--- src/rtl/mulhi_pkg.sv ---
package mulhi_pkg;

  localparam int unsigned INSTR_W = 32;
  localparam logic [5:0]  PRIMARY_OP = 6'd31;
  localparam logic [8:0]  XO_HIGH_SIGNED = 9'd73;
  localparam logic [8:0]  XO_HIGH_UNSIGNED = 9'd9;

  typedef enum logic [1:0] {
    ST_IDLE,
    ST_RUN,
    ST_FINISH
  } mh_state_e;

  typedef struct packed {
    logic       legal;
    logic       is_signed;
    logic       rc;
    logic [4:0] rt;
  } mh_decode_t;

endpackage

--- src/rtl/mulhi_decode.sv ---
module mulhi_decode
  import mulhi_pkg::*;
(
  input  logic [INSTR_W-1:0] instr,
  output mh_decode_t         dec
);
  logic [5:0] primary;
  logic [8:0] xo;
  logic       unused_fields;

  // Big-endian numbering: bit 0 of the word is instr[31].
  assign primary = instr[31:26];
  assign xo      = instr[9:1];
  // Source fields and the overflow-enable position play no part here.
  assign unused_fields = ^instr[20:10];

  always_comb begin
    dec.is_signed = (xo == XO_HIGH_SIGNED);
    dec.legal     = (primary == PRIMARY_OP) &&
                    ((xo == XO_HIGH_SIGNED) || (xo == XO_HIGH_UNSIGNED));
    dec.rc        = instr[0];
    dec.rt        = instr[25:21];
  end
endmodule

--- src/rtl/mulhi_core.sv ---
module mulhi_core #(
  parameter int unsigned XLEN       = 64,
  parameter int unsigned DIGIT_BITS = 2
) (
  input  logic            clk,
  input  logic            rst_n,
  input  logic            load,
  input  logic            step,
  input  logic            is_signed,
  input  logic [XLEN-1:0] op_a,
  input  logic [XLEN-1:0] op_b,
  output logic            last_step,
  output logic [XLEN-1:0] high_out
);
  localparam int unsigned STEPS = XLEN / DIGIT_BITS;
  localparam int unsigned AW    = XLEN + DIGIT_BITS;
  localparam int unsigned CW    = $clog2(STEPS + 1);

  logic [XLEN-1:0] mcand_q;
  logic [XLEN-1:0] acc_q;
  logic [XLEN-1:0] low_q;
  logic            neg_q;
  logic [CW-1:0]   count_q;

  logic [XLEN-1:0] mag_a, mag_b;
  logic [AW-1:0]   terms [DIGIT_BITS];
  logic [AW-1:0]   pp;
  logic [AW-1:0]   sum;

  assign mag_a = (is_signed && op_a[XLEN-1]) ? (~op_a + 1'b1) : op_a;
  assign mag_b = (is_signed && op_b[XLEN-1]) ? (~op_b + 1'b1) : op_b;

  // One shifted copy of the multiplicand per bit of the current digit.
  for (genvar g = 0; g < DIGIT_BITS; g++) begin : g_term
    assign terms[g] = low_q[g] ? ({{DIGIT_BITS{1'b0}}, mcand_q} << g) : '0;
  end

  always_comb begin
    pp = '0;
    for (int i = 0; i < DIGIT_BITS; i++) pp = pp + terms[i];
    sum = {{DIGIT_BITS{1'b0}}, acc_q} + pp;
  end

  always_ff @(posedge clk or negedge rst_n) begin
    if (!rst_n) begin
      mcand_q <= '0;
      acc_q   <= '0;
      low_q   <= '0;
      neg_q   <= 1'b0;
      count_q <= '0;
    end else if (load) begin
      mcand_q <= mag_a;
      acc_q   <= '0;
      low_q   <= mag_b;
      neg_q   <= is_signed && (op_a[XLEN-1] ^ op_b[XLEN-1]);
      count_q <= '0;
    end else if (step) begin
      acc_q   <= sum[AW-1:DIGIT_BITS];
      low_q   <= {sum[DIGIT_BITS-1:0], low_q[XLEN-1:DIGIT_BITS]};
      count_q <= count_q + 1'b1;
    end
  end

  assign last_step = (count_q == CW'(STEPS - 1));

  // Negating the 2*XLEN product: the +1 reaches the upper half only when
  // the lower half is all zero.
  assign high_out = neg_q ? (~acc_q + {{(XLEN-1){1'b0}}, (low_q == '0)}) : acc_q;

  AST_STEP_IN_RANGE: assert property (@(posedge clk) disable iff (!rst_n)
    step |-> (count_q < CW'(STEPS))) else $error("step beyond digit count");

endmodule

--- src/rtl/mulhi_crgen.sv ---
module mulhi_crgen #(
  parameter int unsigned XLEN = 64
) (
  input  logic [XLEN-1:0] value,
  input  logic            so_in,
  output logic [3:0]      cr
);
  always_comb begin
    if (value[XLEN-1])     cr = {3'b100, so_in};
    else if (value == '0)  cr = {3'b001, so_in};
    else                   cr = {3'b010, so_in};
  end
endmodule

--- src/rtl/mulhi_unit.sv ---
module mulhi_unit
  import mulhi_pkg::*;
#(
  parameter int unsigned XLEN       = 64,
  parameter int unsigned DIGIT_BITS = 2
) (
  input  logic            clk,
  input  logic            rst_n,
  input  logic            in_valid,
  output logic            in_ready,
  input  logic [31:0]     instr,
  input  logic [XLEN-1:0] src_a,
  input  logic [XLEN-1:0] src_b,
  input  logic            xer_so,
  output logic            done,
  output logic [XLEN-1:0] result,
  output logic [4:0]      dest_idx,
  output logic            cr_valid,
  output logic [3:0]      cr_field,
  output logic            illegal
);
  mh_state_e       state_q;
  mh_decode_t      dec, op_q;
  logic            so_q;
  logic            accept, last_step;
  logic [XLEN-1:0] high;
  logic [3:0]      cr_next;
  logic            done_q, cr_valid_q, illegal_q;
  logic [XLEN-1:0] result_q;
  logic [4:0]      dest_q;
  logic [3:0]      cr_q;

  assign in_ready = (state_q == ST_IDLE);
  assign accept   = in_valid && in_ready;

  mulhi_decode u_dec (
    .instr (instr),
    .dec   (dec)
  );

  mulhi_core #(.XLEN(XLEN), .DIGIT_BITS(DIGIT_BITS)) u_core (
    .clk       (clk),
    .rst_n     (rst_n),
    .load      (accept && dec.legal),
    .step      (state_q == ST_RUN),
    .is_signed (dec.is_signed),
    .op_a      (src_a),
    .op_b      (src_b),
    .last_step (last_step),
    .high_out  (high)
  );

  mulhi_crgen #(.XLEN(XLEN)) u_cr (
    .value (high),
    .so_in (so_q),
    .cr    (cr_next)
  );

  always_ff @(posedge clk or negedge rst_n) begin
    if (!rst_n) begin
      state_q    <= ST_IDLE;
      op_q       <= '0;
      so_q       <= 1'b0;
      done_q     <= 1'b0;
      cr_valid_q <= 1'b0;
      illegal_q  <= 1'b0;
      result_q   <= '0;
      dest_q     <= '0;
      cr_q       <= '0;
    end else begin
      done_q     <= 1'b0;
      cr_valid_q <= 1'b0;
      illegal_q  <= accept && !dec.legal;
      unique case (state_q)
        ST_IDLE: begin
          if (accept && dec.legal) begin
            op_q    <= dec;
            so_q    <= xer_so;
            state_q <= ST_RUN;
          end
        end
        ST_RUN: begin
          if (last_step) state_q <= ST_FINISH;
        end
        ST_FINISH: begin
          result_q   <= high;
          dest_q     <= op_q.rt;
          cr_q       <= op_q.rc ? cr_next : '0;
          cr_valid_q <= op_q.rc;
          done_q     <= 1'b1;
          state_q    <= ST_IDLE;
        end
        default: state_q <= ST_IDLE;
      endcase
    end
  end

  assign done     = done_q;
  assign result   = result_q;
  assign dest_idx = dest_q;
  assign cr_valid = cr_valid_q;
  assign cr_field = cr_q;
  assign illegal  = illegal_q;

  AST_DONE_PULSE: assert property (@(posedge clk) disable iff (!rst_n)
    done |=> !done) else $error("done longer than one cycle");

  AST_CR_WITH_DONE: assert property (@(posedge clk) disable iff (!rst_n)
    cr_valid |-> done) else $error("condition field without result");

  AST_CR_ONE_FLAG: assert property (@(posedge clk) disable iff (!rst_n)
    cr_valid |-> $onehot(cr_field[3:1])) else $error("condition flags not one-hot");

  AST_CR_SIGN: assert property (@(posedge clk) disable iff (!rst_n)
    cr_valid |-> (cr_field[3] == result[XLEN-1])) else $error("LT disagrees with sign");

  AST_ILLEGAL_SILENT: assert property (@(posedge clk) disable iff (!rst_n)
    illegal |-> (!done && !cr_valid)) else $error("illegal word produced output");

  AST_READY_ON_DONE: assert property (@(posedge clk) disable iff (!rst_n)
    done |-> in_ready) else $error("not ready when result leaves");

endmodule

--- config.mk ---
export PLATFORM = sky130hd
export DESIGN_NAME = mulhi_unit
export DESIGN_NICKNAME = d
export VERILOG_FILES = /design/src/rtl/mulhi_pkg.sv /design/src/rtl/mulhi_decode.sv /design/src/rtl/mulhi_core.sv /design/src/rtl/mulhi_crgen.sv /design/src/rtl/mulhi_unit.sv
export SDC_FILE = /design/constraint.sdc
export NUM_CORES = 1
export LEC_CHECK = 0
export BUFFER_PORTS_ARGS = -buffer_cell sky130_fd_sc_hd__clkbuf_2
export CAP_MARGIN = 20
export CORE_MARGIN = 4
export CORE_UTILIZATION = 65
export DETAILED_ROUTE_END_ITERATION = 8
export HOLD_SLACK_MARGIN = 0.1
export PLACE_DENSITY = 0.87
export SYNTH_ARGS = -nofsm -noshare
export SYNTH_HDL_FRONTEND = slang
export SYNTH_SLANG_ARGS = --single-unit
export TNS_END_PERCENT = 10
--- constraint.sdc ---
create_clock -name clk -period 8.9 [get_ports clk]
set_clock_uncertainty 0.05 [all_clocks]
set_input_delay 0.445 -clock clk [delete_from_list [all_inputs] [get_ports clk]]
set_output_delay 0.445 -clock clk [all_outputs]
set_load 0.02 [all_outputs]
* Word level (Yosys, flattened, before mapping)
Index checks and enable logic that the tools add are counted.
** Storage, ports and cells
- Output and inout port bits :: 77
- Memories kept :: 0
- Memory bits (writable) :: 0
- Register bits :: 284
- Logic and storage cells :: 67
- Bits in latches :: 0
- Bits in read-only memories :: 0
- Input bits :: 164
** Cells by class
- Magnitude comparators :: 0
- $mul :: 0
- Equal/unequal tests :: 8
- Shift-type cells :: 0
- Bitwise gates (word level) :: 4
- Div/mod/pow operators :: 0
- Add/subtract/negate cells :: 6
- Reduce and logical (&&, ||, !) cells :: 15
- Muxes and demuxes :: 19
** Operator list (number)
- $mux 64 :: 8
- $not 64->64 :: 3
- $add 64x1->64 const B :: 2
- $logic_not 64->1 :: 2
- $add 64x66->66 :: 1
- $add 66x66->66 :: 1
- $mux 65 :: 1
- $add 64x1->64 :: 1
- $eq 6x5->1 const B :: 2
- $mux 6 :: 2
- $eq 9x4->1 const B :: 1
- $eq 9x7->1 const B :: 1
- $mux 4 :: 2
- $logic_and 1x1->1 :: 7
- $add 6x1->6 const B :: 1
- $mux 2 :: 2
- $pmux 2 s2 :: 1
- $reduce_and 2->1 :: 2
- $mux 3 :: 1
- $eq 2x1->1 const B :: 1
- $eq 2x2->1 const B :: 1
- $logic_not 2->1 :: 1
- $mux 1 :: 2
- $ne 2x1->1 const B :: 1
- 5 further kinds :: 5

* Logic depth before layout (Yosys ltp)
Gate-level depths: netlist (run 1).
- Depth in word-level cells :: 7
- Mapped depth :: 18
- Depth with buffers taken out :: 16

* Cells and area by module
From an unflattened synthesis (run 1), not the netlist that was laid out.
** Second synthesis, totals
- Cell total of the unflattened synthesis :: 2405
- Area, all modules :: 22137.5 um^2
** Modules (own cells, without submodules)
- mulhi_core :: seq. area each 4979.8 um^2, times used 1, area each 18421.4 um^2, cells each 2176
- mulhi_unit :: seq. area each 2127.0 um^2, times used 1, area each 3435.8 um^2, cells each 192
- mulhi_crgen :: seq. area each 0.0 um^2, times used 1, area each 181.4 um^2, cells each 24
- mulhi_decode :: seq. area each 0.0 um^2, times used 1, area each 98.8 um^2, cells each 13

* Least setup slack after synthesis (run 1)
No wires, ideal clock.
- Kind :: register to register
- Start :: register u_core.low_q[0]
- End :: register u_core.acc_q[59]
- Setup time :: 69 ps
- Period minus slack after synthesis :: 4385 ps
- Buffers on the path :: 2
- Arrival :: 4267 ps
- Setup slack :: 4515 ps
- Cell stages (with the launch flop) :: 19
- Required time :: 8781 ps
- Cells stage by stage :: dfrtp_1 -> clkbuf_1 -> clkbuf_1 -> nand2_1 -> fa_1 -> inv_1 -> ha_1 -> inv_1 -> fa_1 -> nor2b_1 -> o2111ai_1 -> a211o_1 -> a31o_2 -> a21oi_1 -> o21ai_0 -> o21ai_0 -> a21boi_0 -> or4_1 -> nand3_1
** Between the ends
- Cells in the longest elaborated chain, start to end :: 5
** RTL lines
- from (decl) :: RTL line mulhi_core.sv:21 : logic [XLEN-1:0] low_q;
- from (signal assigned) :: RTL line mulhi_core.sv:54 : low_q <= mag_b;
- from (signal assigned) :: RTL line mulhi_core.sv:59 : low_q <= {sum[DIGIT_BITS-1:0], low_q[XLEN-1:DIGIT_BITS]};
- $mux 64 :: RTL line mulhi_core.sv:35 : assign terms[g] = low_q[g] ? ({{DIGIT_BITS{1'b0}}, mcand_q} << g) : '0;
- $add 66x66->66 :: RTL line mulhi_core.sv:40 : for (int i = 0; i < DIGIT_BITS; i++) pp = pp + terms[i];
- $add 64x66->66 :: RTL line mulhi_core.sv:41 : sum = {{DIGIT_BITS{1'b0}}, acc_q} + pp;
- $mux 64 :: RTL line mulhi_core.sv:57 : end else if (step) begin
- $mux 64 :: RTL line mulhi_core.sv:51 : end else if (load) begin
- to (signal assigned) :: RTL line mulhi_core.sv:58 : acc_q <= sum[AW-1:DIGIT_BITS];
- to (decl) :: RTL line mulhi_core.sv:20 : logic [XLEN-1:0] acc_q;
No other way between the ends. The select of a mux whose other input is x is not followed.
A chain may end at the register's enable or synchronous reset.

* Worst setup path in the final report (run 1)
- Start :: register u_core.low_q[20]
- End :: register cr_q[2] (netlist: cr_field[2])
** Between the ends
- Cells in the longest elaborated chain, start to end :: 7
** RTL lines
- $logic_not 64->1 * :: RTL line mulhi_core.sv:68 : assign high_out = neg_q ? (~acc_q + {{(XLEN-1){1'b0}}, (low_q == '0)}) : acc_q;
- $add 64x1->64 * :: RTL line mulhi_core.sv:68
- $mux 64 * :: RTL line mulhi_core.sv:68
- $logic_not 64->1 :: RTL line mulhi_crgen.sv:10 : else if (value == '0) cr = {3'b001, so_in};
- $mux 3 :: RTL line mulhi_crgen.sv:10
- $mux 4 * :: RTL line mulhi_crgen.sv:9 : if (value[XLEN-1]) cr = {3'b100, so_in};
- $mux 4 * :: RTL line mulhi_unit.sv:88 : cr_q <= op_q.rc ? cr_next : '0;
- to (signal assigned) :: RTL line mulhi_unit.sv:88
- to (decl) :: RTL line mulhi_unit.sv:31 : logic [3:0] cr_q;
Every way passes the cells marked *; elsewhere a longest branch is shown, timed or not.

==> results of run 1 <==
-- routing by layer --
layer / up-vias / share of wire
li1: 9613 / -
met1: 9777 / 0.44
met2: 1071 / 0.43
met3: 151 / 0.10
met4: 0 / 0.031
met5: - / 0
-- metrics by stage --
| stage | hold WS (ps) | instances |
|---|---|---|
| 2_1_floorplan | 99.4 | 2682 |
| 3_3_place_gp | 397 | 3234 |
| 3_5_place_dp | 412 | 3234 |
| 4_1_cts | 120 | 3299 |
| 5_1_grt | 146 | 3300 |
| 6_report | 134 | 3300 |
-- state kept, by name (all words and copies together) (netlist names) --
name            flops
u_core.mcand_q     64
illegal             1
u_core.count_q      6
cr_field            4
so_q                1
state_q             2
dest_idx            5
u_core.neg_q        1
cr_valid            1
done                1
result             64
u_core.acc_q       64
op_q                6
u_core.low_q       64
-- area by class of cell --
class,instances,area [um2]
multi-input cells,2039,13200
fillers,2505,8550
flip-flops and latches,284,7110
repair buffers,255,1410
clock buffers,45,898
inverters,224,841
well taps,442,553
clock inverters,11,131
-- power breakdown --
| group | total (uW) | switching (uW) | internal, uW |
|---|---|---|---|
| registers | 1290 | 1.74 | 1290 |
| clock network | 1290 | 532 | 760 |
| logic | 132 | 81.1 | 51.1 |
| total | 2720 | 615 | 2100 |
-- cells by family (layout without fill, tap and decap cells) --
family,Yosys count,after routing,synth area share
and+or+nand+nor,948,948,0.209
DFF,284,284,0.328
adders and majority gates,135,135,0.100
muxes,6,6,0.00277
xor gates and xnor gates,249,249,0.101
AOI/OAI and AO/OA,701,701,0.195
buffers and inverters,359,535,0.0648
-- critical path, cell delays in order (launching register included) --
cell      delay, ps
dfrtp_1         400
nor4_1          660
nand4_1         250
nor4_1          350
buf_4           230
ha_1            170
nor3b_2         500
nand4_1         510
nor3_1          620
nand4_1         280
o21ai_0         290
xnor2_1         230
nand4b_1        220
nor4_4          230
nand4_1         190
a41o_1          280
-- worst paths after layout --
path	start	endpoint	slack, ps	cells after the start
max	u_core.low_q[20]$_DFFE_PN0P_	cr_field[2]$_DFFE_PN0P_	3330	15
min	instr[31]	illegal$_DFF_PN0_	130	3
max reg2reg	u_core.low_q[20]$_DFFE_PN0P_	cr_field[2]$_DFFE_PN0P_	3330	15
min reg2reg	op_q[3]$_DFFE_PN0P_	dest_idx[3]$_DFFE_PN0P_	430	2
max in group asynchronous	rst_n	u_core.neg_q$_DFFE_PN0P_	6950	3
min in group asynchronous	rst_n	u_core.mcand_q[9]$_DFFE_PN0P_	510	2
-- what timing repair did --
action / in CTS / in global routing
endpoints found under the hold margin: 136 / 0
endpoints found under the setup margin: 0 / 0
hold buffers: 9 / 0
-- placed cells by master, fill, tap and decap left out, types with 6 or more instances in the layout --
master,netlist,final
clkbuf_2,0,228
nand4_1,44,44
clkbuf_16,0,31
nor4_1,41,41
inv_1,223,223
a22oi_1,60,60
mux2i_1,6,6
o21ai_0,323,323
a21oi_1,132,132
dfrtp_1,284,281
nand3_1,74,73
nand2_1,456,456
nor2_1,132,131
dlygate4sd3_1,0,9
ha_1,71,71
clkbuf_1,120,7
nor3_1,68,68
nand2b_1,17,15
a31o_2,7,7
buf_4,0,15
o211ai_1,8,8
xnor2_1,172,172
o31ai_1,32,32
or3_1,24,24
o41ai_1,21,21
a41oi_1,7,7
or4_1,20,20
and3_1,14,14
a31oi_1,18,18
xor2_1,77,77
clkbuf_8,5,7
fa_1,64,64
a21o_1,34,34
and2_1,9,9
o21bai_1,9,9
==> results.json, run 1 <==
{
  "status": "completed",
  "die_h_um": 191,
  "vias": 20600,
  "coreArea_mm2": 0.0327,
  "final_cell_area_mm2": 0.0242,
  "area_delta_synth_final_pct": 11.4,
  "leakage_uw": 0.0113,
  "cts_buffers": 30,
  "max_slew_margin": 0.264,
  "synth_largest_area_cell": "dfrtp_1",
  "yosys-top-cells-area": "dfrtp_1 (33%), nand2_1 (7.9%), o21ai_0 (7.5%), xnor2_1 (6.9%), fa_1 (5.9%)",
  "pre_cts_ws_ps": 3480,
  "hold_class": "input port to register",
  "ys_seq_area_frac": 0.328,
  "cts_root_buffer": "clkbuf_16",
  "power.total_uw": 2720,
  "cts_tree": "built",
  "syn_inst": 2682,
  "drive_above_1_share": 0.119,
  "nets": 3133,
  "pin_count": 241,
  "maxCapViolCount": 0,
  "dieArea_mm2": 0.0363,
  "use_met2": 0.522,
  "period_share": 0.626,
  "insertedDiodeCount": 0,
  "avgSynthCellArea_um2": 8.09,
  "grt_use_met1": 0.528,
  "die_x_um": 191,
  "worst_pin_slew_ps": 1090,
  "start_util": 0.663,
  "first_pass_iters": 6,
  "yosys_warnings": 0,
  "busiest_layer": "met1",
  "ys_async_sr_fraction": 1.00,
  "utilization": 0.739,
  "report.final.setup_viol": 0,
  "grtUsageMet3": 0.0758,
  "hpwl_um": 49100,
  "clock_path_buffers": 3,
  "worst_setup_path_end_kind": "register",
  "htree_levels": 1,
  "clock_latency_ps": 560,
  "grt_max_degree": 157,
  "first_iter_violations": 2126,
  "cts_resized": 0,
  "max_freq_ghz": 0.179,
  "critPathMaxFanout": 8,
  "arrival_ps": 5980,
  "worstSetupPathType": "register to register",
  "ys_types": 82,
  "powerDensity_mw_per_mm2": 113,
  "post-synth-top-count-cell": "nand2_1",
  "crit_required_ps": 9310,
  "cts_sinks": 284,
  "ant_nets": 0,
  "rsz0062_at_grt": "no",
  "port_buffers": 229,
  "grt_usage": 0.353,
  "routed_wl_um": 65000,
  "via_per_inst": 6.25,
  "hold_viol_final": 0,
  "grt_pass1_wl_um": 103000,
  "synth_top_area_share": 0.328,
  "synthTopCellsByCount": "nand2_1 (456), o21ai_0 (323), dfrtp_1 (284)",
  "startpoint_type": "register",
  "min_period_ps": 5570,
  "routedWlPerCell_um": 19.7,
  "antenna_found_initial": 1,
  "rows": 66,
  "syn_nets": 2981,
  "grt_pass1_vias": 19500,
  "clk_pin_slew_ps": 60,
  "ys_seq_elements": 284,
  "cts_setup_buffers": 0,
  "netlist_area_mm2": 0.0217,
  "drcViolationCount": 0,
  "synth_edf_count": 0,
  "maxSlewViolCount": 0,
  "synth_ff_type": "dfrtp_1",
  "timing.final.ws_setup_ps": 3330,
  "peakVddDrop_v": 0.000153,
  "grt_overflow_total": 0,
  "placed_cell_area_mm2": 0.0230,
  "tns_ps": 0,
  "gp_congestion": 0.963
}
(Power assumes the default switching activity.)
==> run 2: changes to the inputs <==
Settings changed: ABC_AREA from default to 1, CORE_UTILIZATION 65 to 61, PLACE_DENSITY 0.87 to 0.82.
Clock period 8.9 ns to 5.7 ns, I/O delays scaled along.
==> run 2 against run 1 <==
Fmax is 24% higher. Synthesized area is 12% higher. Routed wire length is 32% higher. Core utilization is 2.2 points lower. Synthesized cell count is 40% higher. Worst hold slack worse by 20 ps. Design area is 15% higher. First-iteration DRC count is 39% higher. Combinational power grew to 3.6 times the previous value. Critical endpoint unchanged.
==> results.json, run 2 <==
{
  "status": "completed",
  "grt_overflow_total": 0,
  "drcViolationCount": 0,
  "cts_tree": "built",
  "hpwl_um": 65600,
  "worstRegToRegCells": 22,
  "htree_levels": 1,
  "syn_inst": 3763,
  "rows": 72,
  "worst_setup_path_end_kind": "register",
  "grt_usage": 0.388,
  "tns_ps": 0,
  "grt_pass1_vias": 25300,
  "clock_latency_ps": 590,
  "leakage_uw": 0.0141,
  "synthTopCellsByCount": "nand2_1 (1069), inv_1 (564), nor2_1 (485)",
  "arrival_ps": 4930,
  "vias": 26600,
  "routedWlPerCell_um": 18.6,
  "yosys-top-cells-area": "dfrtp_1 (29%), nand2_1 (17%), inv_1 (8.8%), nor2_1 (7.5%), o21ai_0 (6.3%)",
  "cts_root_buffer": "clkbuf_16",
  "synth_largest_area_cell": "dfrtp_1",
  "first_pass_iters": 6,
  "rsz0062_at_grt": "no",
  "maxSlewViolCount": 0,
  "ant_nets": 0,
  "ys_seq_elements": 284,
  "start_util": 0.621,
  "cts_resized": 0,
  "max_freq_ghz": 0.222,
  "startpoint_type": "register",
  "grt_pass1_wl_um": 135000,
  "area_delta_synth_final_pct": 15.3,
  "period_share": 0.789,
  "die_h_um": 207,
  "nets": 4356,
  "hold_viol_final": 0,
  "powerDensity_mw_per_mm2": 160,
  "reg2reg_slack_ps": 1200,
  "drive_above_1_share": 0.0802,
  "mostFrequentLayoutCells": "nand2_1 (1068), inv_1 (564), nor2_1 (484)",
  "placed_cell_area_mm2": 0.0257,
  "max_slew_margin": 0.292,
  "report.final.setup_viol": 0,
  "maxCapViolCount": 0,
  "critPathMaxFanout": 4,
  "via_per_inst": 5.78,
  "ys_async_sr_fraction": 1.00,
  "crit_start": "u_core.low_q[57]$_DFFE_PN0P_",
  "first_iter_violations": 2950,
  "synth_edf_count": 0,
  "hold_depth": 4,
  "antenna_found_initial": 1,
  "final_cell_area_mm2": 0.0279,
  "crit_required_ps": 6130,
  "cts_buffers": 30,
  "reg2reg_to": "cr_field[2]$_DFFE_PN0P_",
  "dieArea_mm2": 0.0429,
  "yosys_warnings": 0,
  "port_buffers": 229,
  "coreArea_mm2": 0.0389,
  "ys_types": 52,
  "clk_pin_slew_ps": 60,
  "die_x_um": 207,
  "worstSetupPathType": "register to register",
  "peakVddDrop_v": 0.000241,
  "gp_congestion": 1.01,
  "final_common_cell": "nand2_1",
  "cts_sinks": 284,
  "synth_top_area_share": 0.294,
  "grt_max_degree": 132,
  "synth_ff_type": "dfrtp_1",
  "post-synth-top-count-cell": "nand2_1",
  "netlist_area_mm2": 0.0242,
  "pin_count": 241,
  "ys_seq_area_frac": 0.294,
  "worst_pin_slew_ps": 1060,
  "syn_nets": 4062,
  "avgSynthCellArea_um2": 6.43,
  "clock_path_buffers": 3,
  "reg2reg_from": "u_core.low_q[57]$_DFFE_PN0P_",
  "routed_wl_um": 85700,
  "endpoint": "cr_field[2]$_DFFE_PN0P_",
  "min_period_ps": 4500,
  "hold_class": "input port to register"
}
==> run 2: changes by cell type in the layout (fill, tap and decap cells not counted), moves of 25 or more <==
cell / delta
nor2_1: +353
a21o_1: -29
o22ai_1: +30
inv_1: +341
o31ai_1: -29
xnor2_1: -153
a22oi_1: -60
nand2_1: +612
dlygate4sd3_1: +109
nand3_1: +154
o221ai_1: +25
==> run 2: worst max-delay path, stage by stage (launching register included) <==
cell	delay (ps)
dfrtp_1	380
inv_1	110
nand4_1	110
nor4_1	480
nand4_1	290
nor3_1	590
ha_1	290
ha_1	210
nand3_1	150
inv_1	90
nand2_1	100
o21ai_0	520
nand2_1	100
nand2_1	130
nand2_1	60
nor2_1	90
nand2_1	70
nor2_1	190
nand2_1	70
nor2_1	140
nand2_1	70
nand2_1	60
nand2_1	50
==> run 2: how the worst min path moves through the flow <==
stage	from	to	slack (ps)
floorplan	rst_n	cr_field[0]$_DFFE_PN0P_	-60
global placement	rst_n	result[17]$_DFFE_PN0P_	250
global route	src_b[53]	u_core.low_q[53]$_DFFE_PN0P_	120
finish	src_b[23]	u_core.low_q[23]$_DFFE_PN0P_	110
CTS	src_b[23]	u_core.low_q[23]$_DFFE_PN0P_	100
detailed placement	rst_n	result[17]$_DFFE_PN0P_	250
==> run 2: cell type report <==
class	instances	area, um2
clock buffer	46	881
clock inverter	8	87.6
sequential	284	7110
antenna	2	5.00
tap	518	648
inverter	572	2150
timing repair buffer	364	2490
multi-input combinational	2805	14500
fill	3324	11000
==> run 2: per-stage QoR <==
stage / worst slack [ps] / std cells / total power, uW / utilization / hold WS (ps)
floorplan: 2210 / 3763 / 2290 / - / -60.6
global placement: 1390 / 4424 / 2480 / 0.661 / 249
detailed placement: 1340 / 4424 / 2480 / 0.661 / 250
CTS: 1320 / 4596 / 4450 / 0.716 / 102
global route: 915 / 4598 / 4610 / 0.716 / 118
finish: 1200 / 4599 / 4460 / 0.716 / 114
==> run 2: power by group <==
group | leakage (uW) | switching, uW | internal, uW
registers | 0.00321 | 16.4 | 2040
clock network | 0.000464 | 825 | 1110
logic | 0.0105 | 303 | 177
total | 0.0141 | 1140 | 3320
==> run 2: timing repair <==
item,CTS,global route
hold buffers,118,0
buffers inserted,0,0
endpoints found under the hold margin,198,0
==> run 2: layer usage <==
metal,vias to the layer above,share of wire,global-route usage,wire [um]
met4,0,0.048,0.161,4110
li1,12700,-,-,-
met5,-,0,0,0
met3,261,0.099,0.0632,8490
met1,12200,0.41,0.544,35200
met2,1501,0.44,0.603,37900
==> run 2: cell families (layout without fill, tap and decap cells) <==
group | after synthesis | after routing | share of synthesized area
and+or+nand+nor | 1962 | 1962 | 0.334
buffers and inverters | 674 | 990 | 0.107
AOI/OAI and AO/OA | 620 | 620 | 0.144
DFF | 284 | 284 | 0.294
adders and majority gates | 135 | 135 | 0.0897
xor gates and xnor gates | 88 | 88 | 0.0319
other | 0 | 2 | 0
